**src/rtl/fsg_pkg.sv**
```systemverilog
// Shared types for the frame clock generator.
// Assumes: nothing beyond IEEE 1800-2017.
package fsg_pkg;
    // Pair of one-cycle enables marking bit-clock edges.
    typedef struct packed {
        logic rise;
        logic fall;
    } bit_edge_t;
endpackage

```
**src/rtl/fsg_clk_div.sv**
```systemverilog
// Internal bit-clock divider: toggles bclk every (half_m1+1) system cycles,
// giving a 50% duty clock of period 2*(half_m1+1), and flags each edge.
// Assumes: half_m1 static while en is high.
module fsg_clk_div #(
    parameter int DIV_W = 8
) (
    input  logic                  clk,
    input  logic                  rst_n,
    input  logic                  en,
    input  logic [DIV_W-1:0]      half_m1,
    output logic                  bclk,
    output fsg_pkg::bit_edge_t    edges
);
    logic [DIV_W-1:0] cnt;

    // Half-period counter with clock toggle and edge flags.
    always_ff @(posedge clk) begin
        if (!rst_n || !en) begin
            cnt   <= '0;
            bclk  <= 1'b0;
            edges <= '0;
        end else begin
            edges <= '0;
            if (cnt == half_m1) begin
                cnt        <= '0;
                bclk       <= ~bclk;
                edges.rise <= ~bclk;
                edges.fall <= bclk;
            end else begin
                cnt <= cnt + 1'b1;
            end
        end
    end
endmodule

```
**src/rtl/fsg_ext_sync.sv**
```systemverilog
// External bit-clock capture: resynchronises the pin through STAGES flops
// and flags its rising and falling edges in the system domain.
// Assumes: pin period of at least four system cycles.
module fsg_ext_sync #(
    parameter int STAGES = 2
) (
    input  logic                  clk,
    input  logic                  rst_n,
    input  logic                  en,
    input  logic                  pin,
    output logic                  lvl,
    output fsg_pkg::bit_edge_t    edges
);
    logic [STAGES:0] chain;

    // First capture flop of the synchroniser chain.
    always_ff @(posedge clk) begin
        if (!rst_n) chain[0] <= 1'b0;
        else        chain[0] <= pin;
    end

    for (genvar i = 1; i <= STAGES; i++) begin : g_stage
        // Remaining synchroniser and history flops.
        always_ff @(posedge clk) begin
            if (!rst_n) chain[i] <= 1'b0;
            else        chain[i] <= chain[i-1];
        end
    end

    // Edge flags from the synchronised level and its history.
    always_ff @(posedge clk) begin
        if (!rst_n || !en) begin
            edges <= '0;
        end else begin
            edges.rise <= chain[STAGES-1] & ~chain[STAGES];
            edges.fall <= ~chain[STAGES-1] & chain[STAGES];
        end
    end

    assign lvl = en & chain[STAGES];
endmodule

```
**src/rtl/fsg_frame_ctr.sv**
```systemverilog
// Frame sequencer: counts bits on each sample edge, wraps after
// (len_m1+1) bits, drives frame sync for (wid_m1+1) bits from each start.
// Assumes: configuration static while run is high.
module fsg_frame_ctr #(
    parameter int PER_W = 8
) (
    input  logic             clk,
    input  logic             rst_n,
    input  logic             run,
    input  logic             tick,
    input  logic             periodic,
    input  logic             req,
    input  logic [PER_W-1:0] len_m1,
    input  logic [PER_W-1:0] wid_m1,
    input  logic             invert,
    output logic             fsync,
    output logic             start,
    output logic [PER_W-1:0] pos
);
    logic in_frame;
    logic pend;

    // Bit counter, frame state, pending request and start strobe.
    always_ff @(posedge clk) begin
        if (!rst_n || !run) begin
            in_frame <= 1'b0;
            pos      <= '0;
            start    <= 1'b0;
            pend     <= 1'b0;
        end else begin
            start <= 1'b0;
            if (req) pend <= 1'b1;
            if (tick) begin
                if (in_frame && pos != len_m1) begin
                    pos <= pos + 1'b1;
                end else if (periodic || pend || req) begin
                    in_frame <= 1'b1;
                    pos      <= '0;
                    start    <= 1'b1;
                    pend     <= 1'b0;
                end else begin
                    in_frame <= 1'b0;
                    pos      <= '0;
                end
            end
        end
    end

    assign fsync = (in_frame && pos <= wid_m1) ^ invert;
endmodule

```
**src/rtl/frame_clock_gen.sv**
```systemverilog
// Bit-clock and frame-sync generator for a two-channel serial port.
// Selects internal divider or external pin as bit-clock source and
// sequences frames on the selected clock's rising edges.
// Assumes: configuration inputs static while gen_run is high.
module frame_clock_gen #(
    parameter int DIV_W       = 8,
    parameter int PER_W       = 8,
    parameter int SYNC_STAGES = 2
) (
    input  logic             clk,
    input  logic             rst_n,
    input  logic             gen_run,
    input  logic             fs_run,
    input  logic             ext_clk_sel,
    input  logic             ext_bclk,
    input  logic [DIV_W-1:0] div_half_m1,
    input  logic [PER_W-1:0] frame_len_m1,
    input  logic [PER_W-1:0] sync_len_m1,
    input  logic             fs_invert,
    input  logic             periodic,
    input  logic             xfer_req,
    output logic             bclk,
    output logic             fsync,
    output logic             frame_start,
    output logic             launch_tick,
    output logic             sample_tick,
    output logic [PER_W-1:0] bit_pos
);
    import fsg_pkg::*;

    logic      int_bclk, ext_lvl;
    bit_edge_t int_edges, ext_edges, sel_edges;

    fsg_clk_div #(.DIV_W(DIV_W)) u_div (
        .clk(clk), .rst_n(rst_n), .en(gen_run & ~ext_clk_sel),
        .half_m1(div_half_m1), .bclk(int_bclk), .edges(int_edges)
    );

    fsg_ext_sync #(.STAGES(SYNC_STAGES)) u_ext (
        .clk(clk), .rst_n(rst_n), .en(gen_run & ext_clk_sel),
        .pin(ext_bclk), .lvl(ext_lvl), .edges(ext_edges)
    );

    // Clock source selection.
    always_comb begin
        sel_edges = ext_clk_sel ? ext_edges : int_edges;
        bclk      = ext_clk_sel ? ext_lvl : int_bclk;
    end

    assign sample_tick = sel_edges.rise;
    assign launch_tick = sel_edges.fall;

    fsg_frame_ctr #(.PER_W(PER_W)) u_frm (
        .clk(clk), .rst_n(rst_n), .run(gen_run & fs_run),
        .tick(sel_edges.rise), .periodic(periodic), .req(xfer_req),
        .len_m1(frame_len_m1), .wid_m1(sync_len_m1), .invert(fs_invert),
        .fsync(fsync), .start(frame_start), .pos(bit_pos)
    );
endmodule

```
**config.mk**
```make
export PLATFORM = sky130hd
export DESIGN_NAME = frame_clock_gen
export DESIGN_NICKNAME = d
export VERILOG_FILES = /design/src/rtl/fsg_pkg.sv /design/src/rtl/fsg_clk_div.sv /design/src/rtl/fsg_ext_sync.sv /design/src/rtl/fsg_frame_ctr.sv /design/src/rtl/frame_clock_gen.sv
export SDC_FILE = /design/constraint.sdc
export NUM_CORES = 1
export LEC_CHECK = 0
export ABC_AREA = 1
export ABC_CLOCK_PERIOD_IN_PS = 1500
export BUFFER_PORTS_ARGS = -buffer_cell sky130_fd_sc_hd__buf_4
export CAP_MARGIN = 20
export CORE_MARGIN = 2
export CORE_UTILIZATION = 50
export CTS_CLUSTER_DIAMETER = 200
export DETAILED_ROUTE_END_ITERATION = 10
export GPL_TIMING_DRIVEN = 0
export HOLD_SLACK_MARGIN = 0.06
export PLACE_DENSITY_LB_ADDON = 0.12
export RECOVER_POWER = 100
export SETUP_SLACK_MARGIN = 0.3
export SYNTH_ARGS = -nofsm -noshare
export SYNTH_HDL_FRONTEND = slang
export SYNTH_SLANG_ARGS = --single-unit
```
**constraint.sdc**
```tcl
create_clock -name clk -period 1.5 [get_ports clk]
set_input_delay 0.075 -clock clk [delete_from_list [all_inputs] [get_ports clk]]
set_output_delay 0.075 -clock clk [all_outputs]
set_load 0.005 [all_outputs]
```
Word-level counts from Yosys, hierarchy flattened

Index checks and enable logic that the tools add are counted.

Flip-flop bits (word level): 27
Bits in latches: 0
RAM bits: 0
Memory bits (read-only): 0
Input bits: 33
Output and inout bits: 13
Memories: 0

$add $sub $neg: 2
$mul: 0
Divide/modulo/power cells: 0
$lt $le $gt $ge: 1
Equality and inequality tests: 2
Shift-type cells: 0
Mux-type cells: 8
Bitwise gates (word level): 14
Reductions and logical operators: 15

Operators with widths:

| operator                                    | number |
|---|---|
| adder 8 x 1 -> 8 bit, second input constant | 2 |
| == test 8 bit                               | 1 |
| <= comparator 8 bit                         | 1 |
| 2-to-1 mux 8 bit                            | 1 |
| inequality test 8 bit                       | 1 |
| NOT 1 bit                                   | 7 |
| bitwise AND 1 bit                           | 6 |
| 2-to-1 mux 1 bit                            | 6 |
| logical OR 1 bit                            | 5 |
| zero test 1 bit                             | 4 |
| OR reduction 2 bit                          | 2 |
| OR reduction 3 bit                          | 1 |
| logical AND 1 bit                           | 2 |
| 2-to-1 mux 2 bit                            | 1 |
| AND reduction 2 bit                         | 1 |
| bitwise XOR 1 bit                           | 1 |

Logic depth before layout (Yosys ltp)

Gate-level depths: netlist of the first run.

Depth in word-level cells: 5
Mapped depth: 12
Depth with buffers taken out: 12

By module

Synthesis of the first run repeated with hierarchy kept, for this count alone.

Cell total of the unflattened synthesis: 297
Area total of the unflattened synthesis: 1818.0 sq um

By module, submodules not included:

| module          | times used | cells each | area an instance (sq um) | seq. area each (sq um) |
|---|---|---|---|---|
| fsg_frame_ctr   | 1          | 152        | 934.6                    | 220.2 |
| fsg_clk_div     | 1          | 109        | 666.9                    | 220.2 |
| fsg_ext_sync    | 1          | 20         | 156.4                    | 100.1 |
| frame_clock_gen | 1          | 16         | 60.1                     | 0.0 |

Worst setup path after synthesis of the first run

No wires, ideal clock.

Path kind: flip-flop to output port
Start: reg u_frm.pos[2]
End: out fsync
Data arrival time: 1.213 ns
Setup slack: 0.212 ns
Cell stages (with the launch flop): 12
Cell sequence: dfxtp_1 -> ha_1 -> nand2_1 -> inv_1 -> nand2_1 -> nand2_1 -> nand2_1 -> nand2_1 -> nand2_1 -> nand2_1 -> nand2_1 -> nand2_1

Longest elaborated chain between the ends: 3

Ends and longest elaborated chain:

| element                  | line                  | text |
|---|---|---|
| start: declaration       | fsg_frame_ctr.sv:18   | `output logic [PER_W-1:0] pos` |
| start signal: assignment | fsg_frame_ctr.sv:35   | `pos <= pos + 1'b1;` |
| <= comparator 8 bit      | fsg_frame_ctr.sv:49   | `assign fsync = (in_frame && pos <= wid_m1) ^ invert;` |
| logical AND 1 bit        | fsg_frame_ctr.sv:49   |  |
| bitwise XOR 1 bit        | fsg_frame_ctr.sv:49   |  |
| end: declaration         | frame_clock_gen.sv:23 | `output logic fsync,` |

Every way passes these cells.

Worst setup path after layout of the first run

Start: reg u_frm.pos[5]
End: out fsync

The elaborated chain is that of the path after synthesis.

==> results of run 1 <==
==> worst max-delay path by stage <==
| stage | from | endpoint | slack (ns) | cells after the start |
|---|---|---|---|---|
| CTS | u_frm.pos[7] | fsync | -0.26 | 11 |
| finish | u_frm.pos[5] | fsync | -0.23 | 9 |
| floorplan | u_frm.pos[1] | fsync | 0.29 | 11 |
| global route | u_frm.pos[1] | fsync | -0.41 | 12 |
| detailed placement | u_frm.pos[6] | fsync | 0.05 | 9 |
| global placement | u_frm.pos[7] | fsync | 0.08 | 11 |
==> cell usage in the layout, fill, tap and decap left out, types with 2 or more instances in the layout <==
master / count
nand3_1: 9
dlygate4sd3_1: 5
nand3b_1: 2
nor2_2: 6
dfxtp_1: 10
buf_6: 3
buf_4: 53
dfxtp_4: 6
ha_1: 6
nor2_1: 31
nor2_4: 4
a21oi_1: 3
or2_2: 2
dfxtp_2: 11
inv_2: 6
inv_1: 45
xor2_1: 14
clkbuf_4: 4
nand2_1: 69
nand4_1: 2
ha_4: 3
xnor2_1: 2
nand2_2: 5
a21oi_2: 3
==> synthesized netlist by cell type (2+ instances only) <==
cell / number
nand2_2: 3
buf_2: 2
nor2_2: 2
o21ai_0: 2
nand3_1: 10
dfxtp_1: 27
nand2_1: 72
ha_1: 10
inv_1: 50
nand4_1: 2
xor2_1: 14
nand3b_1: 2
or2_2: 2
a21oi_1: 6
nor2_1: 39
xnor2_1: 2
==> area by class of cell <==
cell class,count,area share [%]
sequential,27,23.7
clock buffer,3,0.926
inverter,51,7.87
buffer,3,1.23
timing repair buffer,61,19.5
multi-input combinational,176,44.0
tap,46,2.37
clock inverter,1,0.309
==> worst min-delay path, delay by kind of cell <==
family	cells	cell delay (ns)
buffers and inverters	1	0.11
and+or+nand+nor	3	0.19
==> power by group <==
| group | switching (W) | internal (W) |
|---|---|---|
| clock network | 0.000215 | 0.000102 |
| registers | 0.00000521 | 0.000713 |
| logic | 0.0000847 | 0.000106 |
| total | 0.000305 | 0.000921 |
==> through the flow <==
step | power, W | setup slack, ns | hold WS (ns)
final | 0.00123 | -0.231 | 0.0719
after global routing | 0.00129 | -0.413 | 0.0716
after CTS | 0.00123 | -0.262 | 0.0811
after detailed placement | 0.000905 | 0.0466 | 0.266
after global placement | 0.000903 | 0.0792 | 0.259
after floorplan | 0.000820 | 0.290 | 0.168
==> timing repair <==
action,4_1_cts,5_1_grt
hold endpoints to repair,6,0
pin swaps,12,15
resized for setup,24,30
endpoints found under the setup margin,22,25
setup buffers,6,5
hold buffers,6,0
cloned,1,0
==> sequential cells by signal, indices dropped and copies added (netlist names) <==
signal / cells
u_div.bclk: 1
u_ext.edges: 2
u_frm.in_frame: 1
u_frm.pend: 1
u_frm.start: 1
u_div.cnt: 8
u_div.edges: 2
u_ext.chain: 3
u_frm.pos: 8
==> kinds of logic (layout without fill, tap and decap cells) <==
logic type      Yosys count  count (layout)  synth area share (%)
compound gates           12              12                  4.66
mux                       2               2                  1.26
xor+xnor                 16              16                  8.29
fa+ha+maj                10              10                  7.40
buf+inv                  54             119                  12.6
simple gates            135             136                  33.8
flops                    27              27                  32.0
==> per-layer routing <==
| metal | vias to the layer above | global-route usage (%) | part of all wire [%] |
|---|---|---|---|
| li1 | 903 | - | - |
| met1 | 714 | 21.5 | 45 |
| met2 | 33 | 32.6 | 51 |
| met3 | 2 | 2.72 | 4.0 |
| met4 | 0 | 4.17 | 0.35 |
| met5 | - | 0 | 0 |
==> results.txt, run 1 <==
CTS root buffer = clkbuf_4
class of the worst hold path = in -> reg
final cycle utilization of the critical path = 115%
Die Y = 62.1 µm
slack of the critical path = -0.231 ns
IO Port Bufs = 44
P per Cell Area = 504 nW/µm²
CP Capture Type = output pin
Nets = 366
Initial Util = 51.5%
clock-pin slew on the worst setup and hold paths = 0.16 ns
launching point of the worst reg2reg path = u_frm.pos[5]
synth top area cells = dfxtp_1 (32%), nand2_1 (16%), inv_1 (11%)
internal reg-to-reg setup slack = 0.09 ns
unique cell type count in the Yosys netlist = 27
drt pass-1 iters = 4
TritonCTS clock tree = yes
register area = 577 µm²
Post-Syn Instances = 256
# Max-Cap Violations = 0
Post-Route WL = 3.41 mm
status = complete, but fails checks
Hold Path Depth = 4
final core area utilization = 74.1%
startpoint types = flip-flop
CP top delay family = flip-flops
Crit Path Max Fanout = 2
Routed Antenna Nets = 0
Hold Crit Start = ext_clk_sel
Pins Over Slew Limit = 0
WP data arrival = 1.66 ns
Boundary Pins = 46
Die ar. = 3860 µm²
Slowest cell on crit path = dfxtp_2
Area Overhead vs Synth = 43.9%
total grt overflow = 0
GP Congestion = 0.815
Finished Layout Cells = 368
CP max stage delay = 0.35 ns
area share of the largest cell type after synthesis = 32.0%
failing checks = negative setup slack
CTS buffer count = 3
Worst Hold Path EP = u_div.edges[0]
Seq/Total Area, Yosys = 32.0%
vias in the first global route = 1483
Max Clk Rate = 0.578 GHz
# rows = 21
H-Tree Level Count = 1
Yosys top cell by area = dfxtp_1
Inst Count DP = 346
first-pass GRT wire length = 5.76 mm
fraction of registers with async set/reset = 0%
cells along the critical path = ha_1 > a21oi_1 > o21a_1 > nand2_1 > nand2_1 > nand2_1 > nand2_1 > nand2_1 > buf_4
actual slew at the worst max-slew pin = 0.376 ns
Fillers = 280
antenna violations before repair = 0
Clock Path Buffers = 2
layout cells sized above 1 = 35.7%
worst path bufs/invs = 1
DR DRC count = 0
syn_area_per_cell = 6.60 µm²
main flop type after synthesis = dfxtp_1
final setup fails = 1
drt initial violations = 43
Worst Setup Path Type = reg -> out
Worst-Skew Late Latency = 0.33 ns
synthesized flop and latch total = 27
reg2reg end = u_frm.pos[3]
overall via count from detail_route = 1652
DP Area = 2100 µm²
Synth Cell Area = 1690 µm²
Static Leak = 1.22 nW
worst vdd ir = 485 µV
Placeable Area = 3280 µm²
Clock Skew = 0.0192 ns
DPL Wire Length = 2.48 mm
crit-path most repeated cell = nand2_1
synth warn = 0
Wirelength per Cell = 9.27 µm
All-Layer GR Usage = 17.7%
area of the multi-input gates = 1070 µm²
DR vias/cell = 4.49
RSZ-0062 raised after global routing = yes
number of diodes = 0
Final Instance Area = 2430 µm²
pin count of the biggest net entering global routing = 17
WP data required = 1.42 ns
Die Wd = 62.1 µm
# clock sinks = 27
syn nets = 299
Post-Route Setup TNS = -0.231 ns
worst rel slew slack = 74.9%
Final Hold Fails = 0
fin crit period = 1.73 ns
Reg2Reg Depth = 12
Post-synth EDFFs = 0
(Power assumes the default switching activity.)
==> inputs of run 2 (changes only) <==
Settings changed: CORE_UTILIZATION 50 to 40.
==> results.txt, run 2 (synthesis results as in run 1) <==
status = complete, but fails checks
failing checks = negative setup slack
TritonCTS clock tree = yes
number of diodes = 0
Fillers = 389
drt pass-1 iters = 4
Hold Crit Start = ext_clk_sel
Max Clk Rate = 0.608 GHz
P per Cell Area = 537 nW/µm²
Min Hold Slack = 0.0802 ns
area of the multi-input gates = 1090 µm²
first-pass GRT wire length = 5.91 mm
overall via count from detail_route = 1625
layout cells sized above 1 = 35.4%
clock-pin slew on the worst setup and hold paths = 0.09 ns
internal reg-to-reg setup slack = -0.05 ns
total grt overflow = 0
CTS buffer count = 3
final core area utilization = 61.0%
Post-Route WL = 3.64 mm
Boundary Pins = 46
WP data arrival = 1.57 ns
fin crit period = 1.64 ns
# clock sinks = 27
final cycle utilization of the critical path = 110%
Reg2Reg Depth = 8
antenna violations before repair = 0
class of the worst hold path = in -> reg
Die Wd = 69.0 µm
Crit Path Max Fanout = 3
Worst Hold Path EP = u_ext.edges[0]
DP Area = 2110 µm²
WP data required = 1.42 ns
worst rel slew slack = 65.3%
Final Instance Area = 2460 µm²
Hold Path Depth = 3
CP Capture Type = output pin
DR DRC count = 0
Static Leak = 1.21 nW
actual slew at the worst max-slew pin = 0.517 ns
register area = 577 µm²
Initial Util = 42.0%
All-Layer GR Usage = 14.9%
DR vias/cell = 4.40
Worst-Skew Late Latency = 0.27 ns
pin count of the biggest net entering global routing = 16
Die ar. = 4760 µm²
Placeable Area = 4030 µm²
final setup fails = 9
drt initial violations = 31
vias in the first global route = 1468
worst slack, placed = 0.0665 ns
biggest regs = u_div.cnt x8, u_frm.pos x8, u_ext.chain x3
Clock Path Buffers = 2
# rows = 23
launching point of the worst reg2reg path = u_div.cnt[2]
Pins Over Slew Limit = 0
CTS root buffer = clkbuf_8
# Max-Cap Violations = 0
Routed Antenna Nets = 0
GP Congestion = 0.763
DPL Wire Length = 2.54 mm
Clock Skew = 0.00284 ns
slack of the critical path = -0.144 ns
IO Port Bufs = 44
Nets = 363
H-Tree Level Count = 1
most frequent cells in the layout = nand2_1 (66), inv_1 (47), buf_4 (46)
startpoint types = flip-flop
RSZ-0062 raised after global routing = yes
Wirelength per Cell = 9.86 µm
Worst Setup Path Type = reg -> out
Final Hold Fails = 0
worst vdd ir = 623 µV
Die Y = 69.0 µm
reg2reg end = u_div.cnt[2]
most common cell after layout, fill and taps aside = nand2_1
Area Overhead vs Synth = 45.3%
-- run 2: cell types whose count changed in the layout (fill, tap and decap cells not counted), sizes merged --
cell          delta
buf              -4
clkbuf           +3
clkinv           +1
clkinvlp         -1
dlygate4sd3      -1
dlymetal6s4s     -1
-- run 2: metal layers --
metal / global-route usage, % / vias to the layer above / share of wire [%]
met5: 0 / - / 0
met4: 5.88 / 0 / 1.6
met3: 2.19 / 5 / 4.8
met2: 25.6 / 33 / 47
met1: 18.5 / 692 / 46
li1: - / 895 / -
-- run 2: worst max-delay path, stage by stage (launching register included) --
cell	delay, ns
dfxtp_2	0.34
ha_1	0.28
a21oi_1	0.15
o21a_1	0.12
nand2_1	0.05
nand2_1	0.08
nand2_1	0.05
nand2_1	0.05
nand2_1	0.06
buf_6	0.11
-- run 2: how the worst max path moves through the flow --
stage                       startpoint     to  slack [ns]  cells past startpoint
after floorplan           u_frm.pos[1]  fsync        0.29                     11
after global routing      u_frm.pos[1]  fsync       -0.25                     12
after global placement    u_frm.pos[6]  fsync        0.07                      9
after detailed placement  u_frm.pos[6]  fsync        0.07                      9
final                     u_frm.pos[5]  fsync       -0.14                      9
after CTS                 u_frm.pos[5]  fsync       -0.15                      9
-- run 2: final cells by class --
type                            count  share of cell area [%]
Multi-Input combinational cell    176                    44.5
Inverter                           51                    7.90
Sequential cell                    27                    23.5
Clock inverter                      1                   0.204
Buffer                              3                    1.22
Tap cell                           50                    2.55
Timing Repair Buffer               58                    18.4
Clock buffer                        3                    1.68
-- run 2: power breakdown --
group	total [W]	leakage, nW	internal [W]	switching, W
logic	0.000192	0.960	0.000104	0.0000877
clock network	0.000414	0.0255	0.000186	0.000228
registers	0.000713	0.227	0.000708	0.00000460
total	0.00132	1.21	0.000999	0.000320
-- run 2: timing repair --
item / CTS / global route
cloned: 1 / 0
setup endpoints to repair: 21 / 24
hold buffers: 5 / 0
endpoints found under the hold margin: 5 / 0
resized for setup: 22 / 42
pin swaps: 11 / 14
setup buffers: 9 / 1
-- run 2: through the flow --
step / TNS (ns) / std cells / total power (W)
floorplan: 0 / 256 / 0.000820
global route: -2.65 / 369 / 0.00138
detailed placement: 0 / 350 / 0.000907
global placement: 0 / 350 / 0.000904
finish: -0.405 / 369 / 0.00132
CTS: -0.155 / 369 / 0.00133
